===== src/rtl/dbg_gate_pkg.sv =====
package dbg_gate_pkg;
  typedef enum logic [1:0] {
    ST_COUNT = 2'b00,
    ST_OPEN  = 2'b01,
    ST_SOFT  = 2'b10,
    ST_LOCK  = 2'b11
  } gate_st_e;

  localparam int unsigned WR_EN_BIT     = 0;
  localparam int unsigned WR_STICKY_BIT = 1;
  localparam int unsigned WR_W          = 2;
endpackage


===== src/rtl/dbg_retire_cnt.sv =====
module dbg_retire_cnt #(
  parameter int unsigned THRESH = 4096,
  localparam int unsigned CW    = $clog2(THRESH + 1)
) (
  input  logic          clk_i,
  input  logic          rst_ni,
  input  logic          run_i,
  input  logic          retire_i,
  output logic [CW-1:0] cnt_o,
  output logic          expire_o
);
  logic [CW-1:0] cnt_q;
  logic          full;

  assign full     = (cnt_q == CW'(THRESH));
  assign expire_o = run_i & retire_i & (cnt_q == CW'(THRESH - 1));
  assign cnt_o    = cnt_q;

  always_ff @(posedge clk_i or negedge rst_ni) begin
    if (!rst_ni)                        cnt_q <= '0;
    else if (run_i && retire_i && !full) cnt_q <= cnt_q + CW'(1);
  end
endmodule


===== src/rtl/dbg_gate_fsm.sv =====
module dbg_gate_fsm
  import dbg_gate_pkg::*;
(
  input  logic            clk_i,
  input  logic            rst_ni,
  input  logic            wr_i,
  input  logic [WR_W-1:0] wr_data_i,
  input  logic            expire_i,
  output gate_st_e        state_o
);
  gate_st_e state_q, state_d, wr_tgt;

  // firmware decision target; enable bit dominates sticky bit
  always_comb begin
    if (wr_data_i[WR_EN_BIT])          wr_tgt = ST_OPEN;
    else if (wr_data_i[WR_STICKY_BIT]) wr_tgt = ST_LOCK;
    else                               wr_tgt = ST_SOFT;
  end

  always_comb begin
    state_d = state_q;
    unique case (state_q)
      ST_COUNT: begin
        if (wr_i)          state_d = wr_tgt;   // write beats expiry
        else if (expire_i) state_d = ST_OPEN;
      end
      ST_OPEN, ST_SOFT: if (wr_i) state_d = wr_tgt;
      ST_LOCK: state_d = ST_LOCK;
      default: state_d = ST_LOCK;
    endcase
  end

  always_ff @(posedge clk_i or negedge rst_ni) begin
    if (!rst_ni) state_q <= ST_COUNT;
    else         state_q <= state_d;
  end

  assign state_o = state_q;
endmodule


===== src/rtl/dbg_gate.sv =====
module dbg_gate
  import dbg_gate_pkg::*;
#(
  parameter int unsigned THRESH = 4096
) (
  input  logic       clk_i,
  input  logic       rst_ni,
  input  logic       retire_i,
  input  logic       wr_i,
  input  logic [1:0] wr_data_i,
  output logic [1:0] state_o,
  output logic       dbg_en_o,
  output logic       locked_o
);
  localparam int unsigned CW = $clog2(THRESH + 1);

  gate_st_e      st;
  logic          expire;
  logic [CW-1:0] cnt_w;

  dbg_retire_cnt #(.THRESH(THRESH)) u_cnt (
    .clk_i    (clk_i),
    .rst_ni   (rst_ni),
    .run_i    (st == ST_COUNT),
    .retire_i (retire_i),
    .cnt_o    (cnt_w),
    .expire_o (expire)
  );

  dbg_gate_fsm u_fsm (
    .clk_i     (clk_i),
    .rst_ni    (rst_ni),
    .wr_i      (wr_i),
    .wr_data_i (wr_data_i),
    .expire_i  (expire),
    .state_o   (st)
  );

  assign state_o  = st;
  assign dbg_en_o = (st == ST_OPEN);
  assign locked_o = (st == ST_LOCK);
endmodule


===== config.mk =====
export PLATFORM = sky130hd
export DESIGN_NAME = dbg_gate
export DESIGN_NICKNAME = d
export VERILOG_FILES = /design/src/rtl/dbg_gate_pkg.sv /design/src/rtl/dbg_retire_cnt.sv /design/src/rtl/dbg_gate_fsm.sv /design/src/rtl/dbg_gate.sv
export SDC_FILE = /design/constraint.sdc
export NUM_CORES = 1
export LEC_CHECK = 0
export ABC_AREA = 0
export BUFFER_PORTS_ARGS = -buffer_cell sky130_fd_sc_hd__buf_2
export CORE_UTILIZATION = 25
export CTS_CLUSTER_SIZE = 25
export DETAILED_ROUTE_END_ITERATION = 12
export MAX_ROUTING_LAYER = met4
export PLACE_DENSITY = 0.39
export REMOVE_ABC_BUFFERS = 1
export SLEW_MARGIN = 30
export SYNTH_ARGS = -nofsm -noshare
export SYNTH_HDL_FRONTEND = slang
export SYNTH_SLANG_ARGS = --single-unit
export TNS_END_PERCENT = 10

===== constraint.sdc =====
create_clock -name clk_i -period 3.86 [get_ports clk_i]
set_input_delay 0.386 -clock clk_i [delete_from_list [all_inputs] [get_ports clk_i]]
set_output_delay 0.386 -clock clk_i [all_outputs]
set_load 0.03 [all_outputs]

==> flow_metrics.env <==
export IMPL_syn_area_per_cell_um2=10.5
export IMPL_die_w_um=59.1
export IMPL_critPathCaptureType="flip-flop"
export IMPL_worstPathArrival_ns=1.93
export IMPL_synth_top_family_by_area="simple AND/OR/NAND/NOR gates"
export IMPL_critPathRequiredTime_ns=4.02
export IMPL_max_stage_delay_ns=0.42
export IMPL_peakVddDrop_uv=323
export IMPL_synth_xor_area_share_pct=12.9
export IMPL_ys_warn_count=0
export IMPL_routed_via_density=4.32
export IMPL_die_h_um=59.1
export IMPL_synth_mux_area_share_pct=3.99
export IMPL_drv_cap=0
export IMPL_port_buffers=9
export IMPL_crit_chain="inv_1, ha_1, nor4b_2, a211oi_1, mux2_1"
export IMPL_hold_violations=0
export IMPL_drc=0
export IMPL_cts_setup_buffers=0
export IMPL_cp_slowest_cell="dfrtp_1"
export IMPL_fin_nets=105
export IMPL_yosysSeqAreaShare_pct=46.0
export IMPL_cts_tree="yes"
export IMPL_powerDensity_nw_per_um2=603
export IMPL_tns_ns=0
export IMPL_ioPinCount=10
export IMPL_synth_fa_ha_area_share_pct=9.20
export IMPL_initial_core_util_pct=26.5
export IMPL_netlist_instances=78
export IMPL_clk_pin_slew_ns=0.08
export IMPL_p_leak_uw=0.000432
export IMPL_diodes=0
export IMPL_vias=588
export IMPL_grt_pass1_wl_um=2500
export IMPL_grt_usage_pct=10.1
export IMPL_ys_ff_latch=15
export IMPL_drive_gt1_share_pct=15.2
export IMPL_grt_start_max_net_pins=16
export IMPL_holdWs_ns=0.497
export IMPL_root_buffer="clkbuf_4"
export IMPL_final_cell_mix="dfrtp_1 (15), buf_2 (9), nand2_1 (8)"
export IMPL_first_pass_iters=2
export IMPL_syn_to_final_growth_pct=16.7
export IMPL_rsz0062_at_grt="no"
export IMPL_grt_pass1_vias=571
export IMPL_layout_commonest_cell="dfrtp_1"
export IMPL_maxSlewHeadroom_pct=73.7
export IMPL_power_total_uw=574
export IMPL_postRouteAntennaNets=0
export IMPL_insertion_delay_ns=0.28
export IMPL_ctsHtreeMaxLevel=1
export IMPL_fin_crit_sh_pct=45.9
export IMPL_reg2reg_slack_ns=2.09
export IMPL_cts_hold_buf=0
export IMPL_tightestPinTransition_ns=0.391
export IMPL_synth_distinct_cells=22
export IMPL_synth_compound_area_share_pct=5.06
export IMPL_drt_initial_drc_count=11
export IMPL_cts_made_buffers=3
export IMPL_clock_skew_ns=0.00190
export IMPL_synth_simple_gate_area_share_pct=20.1
export IMPL_path_max_fanout=5
export IMPL_cts_resized=0
export IMPL_antenna_found_initial=0
export IMPL_slew_viol_final=0
export IMPL_design_die_area_um2=3500
export IMPL_core_area_um2=3080
export IMPL_path_class="flip-flop to flip-flop"
export IMPL_setup_viol=0
export IMPL_finalCriticalPeriod_ns=1.77
export IMPL_gp_congestion=0.700
export IMPL_status="finished clean"
export IMPL_routed_wl_um=1480
export IMPL_fp_row_count=20
export IMPL_detail_route_wl_per_cell_um=10.9
export IMPL_grt_overflow=0
export IMPL_cts_sinks=15
export IMPL_synth_area_um2=816
export IMPL_dpl_hpwl_um=1160
export IMPL_clk_path_buf_depth=2
export IMPL_start_kind="flip-flop"
export IMPL_hp_class="input port to flip-flop"
export IMPL_max_freq_mhz=565
through the flow:
step	instances	area, um^2	utilization (%)	worst slack, ns
after floorplan	78	816	-	2.03
after global placement	131	916	29.8	2.16
after detailed placement	131	916	29.8	2.13
after CTS	135	942	30.6	2.10
after global routing	136	952	30.9	1.98
final	136	952	30.9	2.09
Yosys cell counts:
cell type,number,area [um^2]
a211oi_1,1,7.51
a21oi_1,1,5.00
a31oi_2,1,12.5
and2_1,1,6.26
and4_1,1,8.76
dfrtp_1,15,375
ha_1,6,75.1
inv_1,6,22.5
mux2_1,2,22.5
mux2i_1,1,10.0
nand2_1,8,30.0
nand3_1,2,10.0
nand4_1,5,31.3
nor2_1,5,18.8
nor3_1,3,15.0
nor4_1,3,18.8
nor4b_2,1,15.0
nor4bb_1,1,10.0
o21ai_0,2,10.0
o22ai_1,1,6.26
xnor2_1,7,61.3
xor2_1,5,43.8
kinds of logic (layout without fill, tap and decap cells):
| kind of cell | Yosys count | count (layout) |
|---|---|---|
| AOI/OAI and AO/OA | 6 | 6 |
| xor gates and xnor gates | 12 | 12 |
| adders and majority gates | 6 | 6 |
| buffers and inverters | 6 | 20 |
| DFF | 15 | 15 |
| muxes | 3 | 3 |
| and+or+nand+nor | 30 | 30 |
layout make-up:
| cell class | instances | area [um^2] |
|---|---|---|
| fillers | 322 | 2130 |
| multi-input cells | 57 | 418 |
| flip-flops and latches | 15 | 375 |
| repair buffers | 10 | 55.1 |
| well taps | 44 | 55.1 |
| clock buffers | 4 | 26.3 |
| inverters | 6 | 22.5 |
state kept, by name (all words and copies together) (netlist names):
signal,count
u_cnt.cnt_o,13
u_fsm.state_o,2
worst paths after layout:
| check | endpoint | from | cells after the start |
|---|---|---|---|
| worst max-delay path | u_fsm.state_o[0] | u_fsm.state_o[0] | 5 |
| worst min-delay path | u_fsm.state_o[1] | wr_i | 3 |
| worst max register to register | u_fsm.state_o[0] | u_fsm.state_o[0] | 5 |
| worst min register to register | u_cnt.cnt_o[11] | u_cnt.cnt_o[11] | 1 |
| max in group asynchronous | u_cnt.cnt_o[2] | rst_ni | 2 |
| min in group asynchronous | u_cnt.cnt_o[9] | rst_ni | 2 |
worst max-delay path, delay by kind of cell (launching register included):
family          cells  cell delay, ns
compound gates      1            0.37
fa+ha+maj           1            0.35
buf+inv             1            0.08
flops               1            0.42
mux                 1            0.37
simple gates        1            0.06
metal layers:
layer	wire length (um)	track usage [%]
met5	0	-
met4	8	3.06
met3	55	4.59
met2	679	15.4
met1	733	12.0
report_power, final:
group	switching, uW	internal, uW	total [uW]
Combinational	150	103	253
Sequential	40.3	193	233
Clock	47.5	40.1	87.6
Total	238	336	574
No activity file was read; power rests on OpenSTA's default activity.
